### config.mk
export PLATFORM = sky130hd
export DESIGN_NAME = pixcur_front
export DESIGN_NICKNAME = d
export VERILOG_FILES = /design/src/rtl/pixcur_pkg.sv /design/src/rtl/pixcur_decode.sv /design/src/rtl/pixcur_cursor.sv /design/src/rtl/pixcur_rdctl.sv /design/src/rtl/pixcur_front.sv
export SDC_FILE = /design/constraint.sdc
export NUM_CORES = 1
export LEC_CHECK = 0
export ABC_AREA = 1
export ABC_CLOCK_PERIOD_IN_PS = 2400
export BUFFER_PORTS_ARGS = -buffer_cell sky130_fd_sc_hd__buf_2
export CORE_ASPECT_RATIO = 1.2
export CORE_MARGIN = 2
export CORE_UTILIZATION = 35
export CTS_CLUSTER_SIZE = 25
export DETAILED_ROUTE_END_ITERATION = 12
export GPL_TIMING_DRIVEN = 0
export SLEW_MARGIN = 5
export SYNTH_ARGS = -nofsm -noshare
export SYNTH_HDL_FRONTEND = slang
export SYNTH_SLANG_ARGS = --single-unit
export TNS_END_PERCENT = 10
### constraint.sdc
create_clock -name clk -period 2.4 [get_ports clk]
set_input_delay 0.48 -clock clk [delete_from_list [all_inputs] [get_ports clk]]
set_output_delay 0.48 -clock clk [all_outputs]
set_load 0.05 [all_outputs]
### src/rtl/pixcur_pkg.sv
package pixcur_pkg;

  typedef enum logic [3:0] {
    RS_ZERO, RS_DLINE, RS_OP, RS_COL, RS_MODE, RS_LINE, RS_X, RS_Y
  } pc_rsel_e;

  typedef struct packed {
    logic     ld_x;
    logic     ld_y;
    logic     inc_x;
    logic     inc_y;
    logic     use_fill;
    logic     pix_wr;
    logic     pix_rd;
    logic     cfg_wr;
    logic     pal_wr;
    logic [1:0] sub;
    pc_rsel_e rsel;
  } pc_act_t;

endpackage

### src/rtl/pixcur_decode.sv
module pixcur_decode
  import pixcur_pkg::*;
#(
  parameter int ADDR_W = 5
) (
  input  logic [ADDR_W-1:0] addr,
  input  logic              wr,
  output pc_act_t           act
);

  logic [2:0] low;
  logic       hi_half;

  assign low     = addr[2:0];
  assign hi_half = addr[3];

  always_comb begin
    act      = '0;
    act.rsel = RS_ZERO;
    act.sub  = addr[1:0];
    if (!addr[4]) begin
      if (wr) begin
        unique case (low)
          3'd1: act.ld_x = 1'b1;
          3'd2: act.inc_y = 1'b1;
          3'd3: begin act.ld_x = 1'b1; act.inc_y = 1'b1; end
          3'd5: act.inc_x = 1'b1;
          3'd6: act.ld_y = 1'b1;
          3'd7: begin act.ld_y = 1'b1; act.inc_x = 1'b1; end
          default: ;
        endcase
        act.pix_wr   = hi_half;
        act.use_fill = hi_half && (low == 3'd1 || low == 3'd3 ||
                                   low == 3'd6 || low == 3'd7);
      end else begin
        unique case (low)
          3'd0: act.pix_rd = 1'b1;
          3'd2: begin act.pix_rd = 1'b1; act.inc_y = 1'b1; end
          3'd5: begin act.pix_rd = 1'b1; act.inc_x = 1'b1; end
          default: ;
        endcase
      end
    end else if (!addr[3]) begin
      if (!addr[2]) begin
        act.cfg_wr = wr;
        unique case (addr[1:0])
          2'd0: act.rsel = RS_DLINE;
          2'd1: act.rsel = RS_OP;
          2'd2: act.rsel = RS_COL;
          default: act.rsel = RS_MODE;
        endcase
      end else begin
        act.pal_wr = wr;
        unique case (addr[1:0])
          2'd0: act.rsel = RS_LINE;
          2'd1: act.rsel = RS_X;
          2'd2: act.rsel = RS_Y;
          default: act.rsel = RS_ZERO;
        endcase
      end
    end
  end

endmodule

### src/rtl/pixcur_cursor.sv
module pixcur_cursor #(
  parameter int COORD_W = 16
) (
  input  logic               clk,
  input  logic               rst_n,
  input  logic               en,
  input  logic               ld_x,
  input  logic               ld_y,
  input  logic               inc_x,
  input  logic               inc_y,
  input  logic [COORD_W-1:0] load_val,
  output logic [COORD_W-1:0] x,
  output logic [COORD_W-1:0] y
);

  logic [COORD_W-1:0] x_n, y_n;

  always_comb begin
    x_n = x;
    y_n = y;
    if (en) begin
      if (ld_x)       x_n = load_val;
      else if (inc_x) x_n = x + 1'b1;
      if (ld_y)       y_n = load_val;
      else if (inc_y) y_n = y + 1'b1;
    end
  end

  always_ff @(posedge clk or negedge rst_n) begin
    if (!rst_n) begin
      x <= '0;
      y <= '0;
    end else begin
      x <= x_n;
      y <= y_n;
    end
  end

  // an untouched axis keeps its value
  a_r3_x_hold: assert property (@(posedge clk) disable iff (!rst_n)
    !(en && (ld_x || inc_x)) |=> $stable(x));
  a_r3_y_hold: assert property (@(posedge clk) disable iff (!rst_n)
    !(en && (ld_y || inc_y)) |=> $stable(y));
  // a step adds one with wrap
  a_r3_x_step: assert property (@(posedge clk) disable iff (!rst_n)
    (en && inc_x && !ld_x) |=> (x == $past(x) + 1'b1));
  // a load takes the bus word
  a_r2_y_load: assert property (@(posedge clk) disable iff (!rst_n)
    (en && ld_y) |=> (y == $past(load_val)));

endmodule

### src/rtl/pixcur_rdctl.sv
module pixcur_rdctl #(
  parameter int DATA_W = 16
) (
  input  logic              clk,
  input  logic              rst_n,
  input  logic              start_pix,
  input  logic              start_reg,
  input  logic [DATA_W-1:0] reg_val,
  input  logic              pix_rd_ack,
  input  logic [DATA_W-1:0] pix_rd_data,
  output logic              busy,
  output logic              pix_rd_req,
  output logic              rd_valid,
  output logic [DATA_W-1:0] rd_data
);

  typedef enum logic {ST_IDLE, ST_WAIT} st_e;

  st_e         st, st_n;
  logic        valid_n;
  logic        cap_en;
  logic [DATA_W-1:0] cap_val;

  always_comb begin
    st_n    = st;
    valid_n = 1'b0;
    cap_en  = 1'b0;
    cap_val = reg_val;
    unique case (st)
      ST_IDLE: begin
        if (start_pix) begin
          st_n = ST_WAIT;
        end else if (start_reg) begin
          valid_n = 1'b1;
          cap_en  = 1'b1;
        end
      end
      ST_WAIT: begin
        if (pix_rd_ack) begin
          st_n    = ST_IDLE;
          valid_n = 1'b1;
          cap_en  = 1'b1;
          cap_val = pix_rd_data;
        end
      end
      default: st_n = ST_IDLE;
    endcase
  end

  always_ff @(posedge clk or negedge rst_n) begin
    if (!rst_n) begin
      st       <= ST_IDLE;
      rd_valid <= 1'b0;
    end else begin
      st       <= st_n;
      rd_valid <= valid_n;
    end
  end

  always_ff @(posedge clk) begin
    if (cap_en) rd_data <= cap_val;
  end

  assign busy       = (st == ST_WAIT);
  assign pix_rd_req = (st == ST_WAIT);

  // request stays up until acknowledged
  a_r10_req_hold: assert property (@(posedge clk) disable iff (!rst_n)
    (pix_rd_req && !pix_rd_ack) |=> pix_rd_req);
  // acknowledged request delivers data next cycle
  a_r10_ack_valid: assert property (@(posedge clk) disable iff (!rst_n)
    (pix_rd_req && pix_rd_ack) |=> (rd_valid && !pix_rd_req));

endmodule

### src/rtl/pixcur_front.sv
module pixcur_front
  import pixcur_pkg::*;
#(
  parameter int ADDR_W   = 5,
  parameter int DATA_W   = 16,
  parameter int COORD_W  = 16,
  parameter int CFG_W    = 8,
  parameter int NBANK    = 4,
  parameter int LINE_MOD = 11
) (
  input  logic               clk,
  input  logic               rst_n,
  input  logic               bus_req,
  input  logic               bus_wr,
  input  logic [ADDR_W-1:0]  bus_addr,
  input  logic [DATA_W-1:0]  bus_wdata,
  output logic               bus_busy,
  output logic               rd_valid,
  output logic [DATA_W-1:0]  rd_data,
  input  logic [COORD_W-1:0] scanline,
  output logic               pix_wr_stb,
  output logic [COORD_W-1:0] pix_x,
  output logic [COORD_W-1:0] pix_y,
  output logic [DATA_W-1:0]  pix_wdata,
  output logic [CFG_W-1:0]   pix_op,
  output logic               pix_rd_req,
  input  logic               pix_rd_ack,
  input  logic [DATA_W-1:0]  pix_rd_data,
  output logic [COORD_W-1:0] dest_line,
  output logic [CFG_W-1:0]   disp_mode,
  output logic [NBANK-1:0]   pal_wr_stb,
  output logic [DATA_W-1:0]  pal_wdata
);

  localparam int NIB = DATA_W / 4;
  localparam logic [COORD_W-1:0] LMOD = COORD_W'(LINE_MOD);

  // reset: asynchronous assert, synchronous release
  logic [1:0] rst_sync;
  logic       rst_q;

  always_ff @(posedge clk or negedge rst_n) begin
    if (!rst_n) rst_sync <= 2'b00;
    else        rst_sync <= {rst_sync[0], 1'b1};
  end
  assign rst_q = rst_sync[1];

  pc_act_t act;
  logic    acc;

  assign acc = bus_req && !bus_busy;

  pixcur_decode #(.ADDR_W(ADDR_W)) u_dec (
    .addr (bus_addr),
    .wr   (bus_wr),
    .act  (act)
  );

  pixcur_cursor #(.COORD_W(COORD_W)) u_cur (
    .clk      (clk),
    .rst_n    (rst_q),
    .en       (acc),
    .ld_x     (act.ld_x),
    .ld_y     (act.ld_y),
    .inc_x    (act.inc_x),
    .inc_y    (act.inc_y),
    .load_val (bus_wdata[COORD_W-1:0]),
    .x        (pix_x),
    .y        (pix_y)
  );

  // configuration registers
  logic [CFG_W-1:0] colour_q;
  logic             cfg_en;
  logic [3:0]       cfg_sel;

  assign cfg_en = acc && act.cfg_wr;

  always_comb begin
    cfg_sel = '0;
    if (cfg_en) cfg_sel[act.sub] = 1'b1;
  end

  always_ff @(posedge clk or negedge rst_q) begin
    if (!rst_q) begin
      dest_line <= '0;
      pix_op    <= '0;
      disp_mode <= '0;
    end else begin
      if (cfg_sel[0]) dest_line <= bus_wdata[COORD_W-1:0];
      if (cfg_sel[1]) pix_op    <= bus_wdata[CFG_W-1:0];
      if (cfg_sel[3]) disp_mode <= bus_wdata[CFG_W-1:0];
    end
  end

  always_ff @(posedge clk) begin
    if (cfg_sel[2]) colour_q <= bus_wdata[CFG_W-1:0];
  end

  // fill pattern from the foreground colour
  logic [DATA_W-1:0] fill_word;
  genvar gi;
  generate
    for (gi = 0; gi < NIB; gi++) begin : g_fill
      assign fill_word[gi*4 +: 4] = colour_q[3:0];
    end
  endgenerate

  // pixel write and palette strobes
  logic             wr_stb_n;
  logic [NBANK-1:0] pal_stb_n;

  assign wr_stb_n = acc && act.pix_wr;

  generate
    for (gi = 0; gi < NBANK; gi++) begin : g_pal
      assign pal_stb_n[gi] = acc && act.pal_wr && (act.sub == gi[1:0]);
    end
  endgenerate

  always_ff @(posedge clk or negedge rst_q) begin
    if (!rst_q) begin
      pix_wr_stb <= 1'b0;
      pal_wr_stb <= '0;
    end else begin
      pix_wr_stb <= wr_stb_n;
      pal_wr_stb <= pal_stb_n;
    end
  end

  always_ff @(posedge clk) begin
    if (wr_stb_n)    pix_wdata <= act.use_fill ? fill_word : bus_wdata;
    if (|pal_stb_n)  pal_wdata <= bus_wdata;
  end

  // register read value
  logic [DATA_W-1:0] reg_val;

  always_comb begin
    unique case (act.rsel)
      RS_DLINE: reg_val = DATA_W'(dest_line);
      RS_OP:    reg_val = DATA_W'(pix_op);
      RS_COL:   reg_val = DATA_W'(colour_q);
      RS_MODE:  reg_val = DATA_W'(disp_mode);
      RS_LINE:  reg_val = DATA_W'(scanline % LMOD);
      RS_X:     reg_val = DATA_W'(pix_x);
      RS_Y:     reg_val = DATA_W'(pix_y);
      default:  reg_val = '0;
    endcase
  end

  pixcur_rdctl #(.DATA_W(DATA_W)) u_rd (
    .clk         (clk),
    .rst_n       (rst_q),
    .start_pix   (acc && !bus_wr && act.pix_rd),
    .start_reg   (acc && !bus_wr && !act.pix_rd),
    .reg_val     (reg_val),
    .pix_rd_ack  (pix_rd_ack),
    .pix_rd_data (pix_rd_data),
    .busy        (bus_busy),
    .pix_rd_req  (pix_rd_req),
    .rd_valid    (rd_valid),
    .rd_data     (rd_data)
  );

  // a pixel write strobe follows an accepted write to the upper pixel window
  a_r4_stb_source: assert property (@(posedge clk) disable iff (!rst_q)
    pix_wr_stb |-> $past(acc && bus_wr && !bus_addr[4] && bus_addr[3]));
  // at most one palette bank per cycle
  a_r8_pal_onehot: assert property (@(posedge clk) disable iff (!rst_q)
    $onehot0(pal_wr_stb));
  // pixel and palette strobes never coincide
  a_r6_stb_excl: assert property (@(posedge clk) disable iff (!rst_q)
    !(pix_wr_stb && (|pal_wr_stb)));
  // nothing is written while a fetch is outstanding
  a_r12_busy_quiet: assert property (@(posedge clk) disable iff (!rst_q)
    bus_busy |=> !pix_wr_stb && (pal_wr_stb == '0));

endmodule

==> metrics.cfg <==
[status]
status = finished with violations
violations = setup timing

[floorplanning]
core_area_um2 = 22370
rows = 60
io_pins = 178
die_x_um = 141.5
initial_utilization_pct = 35.48
die-area_um2 = 23910
die-height_um = 169.0

[global_route]
grt_pass1_vias = 7387
grt_max_degree = 47
grt_use_total_pct = 21.47
overflow = 0
grt_pass1_wl_mm = 39.68
antenna_found_initial = 1

[synthesis]
synth_seq_area_share_pct = 44.20
syn_area_per_cell_um2 = 8.124
synth_area_um2 = 7938
synth_area_leaders = dfrtp_1 23%, edfxtp_1 21%, nand2_1 11%, inv_1 6.0%, o21ai_0 5.1%
yosysWarningCount = 0
synth_cells = 977
synth.distinct_cells = 52
synth_seq_cells = 129
syn_nets = 1045
yosysTopAreaCell = dfrtp_1
synth_top_area_share_pct = 23.01

[cts]
clk_latency_ns = 0.42
cts_tree = done
clkTransAtPathRegs_ns = 0.06
root_buffer = clkbuf_16
cts-htree-levels = 4
cts.path.max_buffers = 2
cts.sink_count = 129
numCtsBuffers = 17

[placement]
numPortBuffers = 177
placed_area_um2 = 9349
gp_congestion = 0.8898
dp_hpwl_mm = 19.94

[timing]
maxSlewViolCount = 0
holdWs_ns = 0.2502
fin_worst_skew_ns = 0.01187
rsz0062_at_grt = true
slew_headroom_pct = 35.75
setup_violations = 16
fmax_mhz = 157.1
post-route-period-util_pct = 265.2
fin_ws_ns = -3.965
hold_violations = 0
layout_min_cycle_time_ns = 6.365
max_slew.worst_pin.slew_ns = 0.9602

[finish]
drive_gt1_share_pct = 37.42
nNetsFinal = 1287
diodes = 0
nFillCells = 2134
syn2layout_area_growth_pct = 39.11
stdcell_area_um2 = 11040

[hold_path]
hold_class = register to asynchronous set/reset pin

[drt]
vias = 7734
vias_per_cell = 5.118
dr.pass1.iters = 5
wire_per_inst_um = 17.49
drc = 0
wl_mm = 26.43
ant_nets = 0
drt_iter0_markers = 519

[setup_path]
worst-setup-path-type = primary input to register
cpLargestDelayFamily = simple AND/OR/NAND/NOR gates
path_common_cell = nand2_4
cp.arrival_ns = 6.54
required_ns = 2.58
cp-end-kind = register
critical_path.max_stage_delay_ns = 0.24
start_kind = primary input
path_buf_inv = 5
cp_max_fo = 8
slowest_stage = o21ai_4

[job]
cap_violations = 0

cells by family after synthesis:
| kind of cell | Yosys count | share of synthesized area (%) |
|---|---|---|
| AOI/OAI and AO/OA | 206 | 16.09 |
| DFF | 129 | 44.20 |
| xor gates and xnor gates | 23 | 2.538 |
| adders and majority gates | 10 | 1.576 |
| buffers and inverters | 156 | 7.550 |
| and+or+nand+nor | 451 | 27.85 |
| muxes | 1 | 0.1419 |
| other | 1 | 0.04724 |
worst register-to-register path, delay by kind of cell (launching register included):
| kind | cells | cell delay, ns |
|---|---|---|
| simple gates | 5 | 1.01 |
| flops | 1 | 0.41 |
| compound gates | 1 | 0.11 |
| buf+inv | 2 | 0.67 |
metrics by stage:
step | std cells | TNS [ns] | util [%] | setup slack (ns)
floorplan | 977 | -65.23 | - | -3.705
global placement | 1433 | -197.79 | 41.53 | -4.545
detailed placement | 1435 | -103.81 | 41.79 | -4.669
CTS | 1496 | -62.19 | 46.76 | -3.967
global route | 1511 | -69.44 | 49.36 | -4.418
finish | 1511 | -62.16 | 49.36 | -3.965
synth_stat cells (all sizes together):
master       number
a221oi            5
clkinv            4
nand3b            2
ha               10
dlygate4sd3       1
mux2              1
o31ai             1
dfrtp            73
a21oi            42
xor2             22
nor4              4
nand3            76
nor3              6
o32ai             1
o21bai            1
a41oi             1
o22ai            11
xnor2             1
a31oi             1
a2111oi           2
nand2           299
a22oi             3
conb              1
clkbuf           16
inv             133
buf               2
edfxtp           56
o221ai            1
o211ai            7
a2bb2oi           4
a21o              2
o2111ai           7
nor2             55
a32o              1
o21a             20
a22o              4
o21ai            90
a21boi            2
nand4             9
per-layer routing:
layer / global-route usage, % / vias to the layer above / wire, µm / share of wire (%)
met5: 0 / - / 13 / 0.049
met4: 9.565 / 2 / 1011 / 3.8
met2: 37.17 / 274 / 13440 / 51
met1: 25.47 / 3647 / 10090 / 38
li1: - / 3762 / - / -
met3: 4.752 / 49 / 1875 / 7.1
state kept, by name (all words and copies together), names as in the netlist, 16 cells and up:
signal and cells:
pix_wdata 16, pal_wdata 16, u_cur.x 16, u_cur.y 16
u_rd.rd_data 16, dest_line 16
what timing repair did:
item / CTS / global route
buffers inserted: 28 / 15
hold buffers: 1 / 0
pin swaps: 66 / 88
endpoints found under the hold margin: 2 / 0
setup endpoints to repair: 44 / 55
resized for setup: 58 / 106
cells in the final DEF, fill, tap and decap left out, types with 5 or more instances in the layout:
master | netlist | final
nand2_1 | 234 | 194
buf_2 | 0 | 174
inv_1 | 127 | 111
o21ai_0 | 81 | 79
dfrtp_1 | 73 | 71
edfxtp_1 | 56 | 56
nand2_4 | 21 | 52
nand2_2 | 44 | 47
nand3_1 | 64 | 45
buf_4 | 2 | 42
a21oi_1 | 41 | 39
nor2_1 | 47 | 38
xor2_1 | 22 | 20
o21a_1 | 20 | 20
inv_2 | 6 | 19
clkbuf_16 | 0 | 19
nand3_2 | 11 | 16
clkbuf_1 | 16 | 16
nand3_4 | 1 | 15
o22ai_1 | 11 | 11
nor2_4 | 4 | 10
nand4_1 | 9 | 9
ha_1 | 10 | 8
nor2_2 | 4 | 7
nand2_8 | 0 | 6
o211ai_1 | 6 | 6
o2111ai_1 | 7 | 6
inv_4 | 0 | 5
a221oi_1 | 5 | 5
area by class of cell:
| class | instances | area, µm² | share of cell area [%] |
|---|---|---|---|
| clock buffers | 21 | 493.0 | 4.465 |
| well taps | 279 | 349.1 | 3.161 |
| inverters | 137 | 525.5 | 4.759 |
| plain buffers | 19 | 86.33 | 0.7819 |
| multi-input cells | 692 | 4594 | 41.61 |
| flip-flops and latches | 129 | 3513 | 31.82 |
| repair buffers | 223 | 1309 | 11.85 |
| clock inverters | 11 | 171.4 | 1.552 |
final timing paths:
check,slack (ns),end,cells after the start,startpoint
min in group clk,0.25,pal_wdata[10],1,bus_wdata[10]
worst max register to register,0.12,dest_line[5],8,u_rd.busy
worst min-delay path,0.25,dest_line[9],0,rst_sync[1]
worst min register to register,0.25,dest_line[9],0,rst_sync[1]
max in group asynchronous,1.55,u_cur.y[0],1,rst_sync[1]
worst max-delay path,-3.96,u_rd.rd_data[9],71,scanline[12]
Power is not shown: default switching activity piles up to over one toggle a cycle in this logic, so the estimate is an artifact.
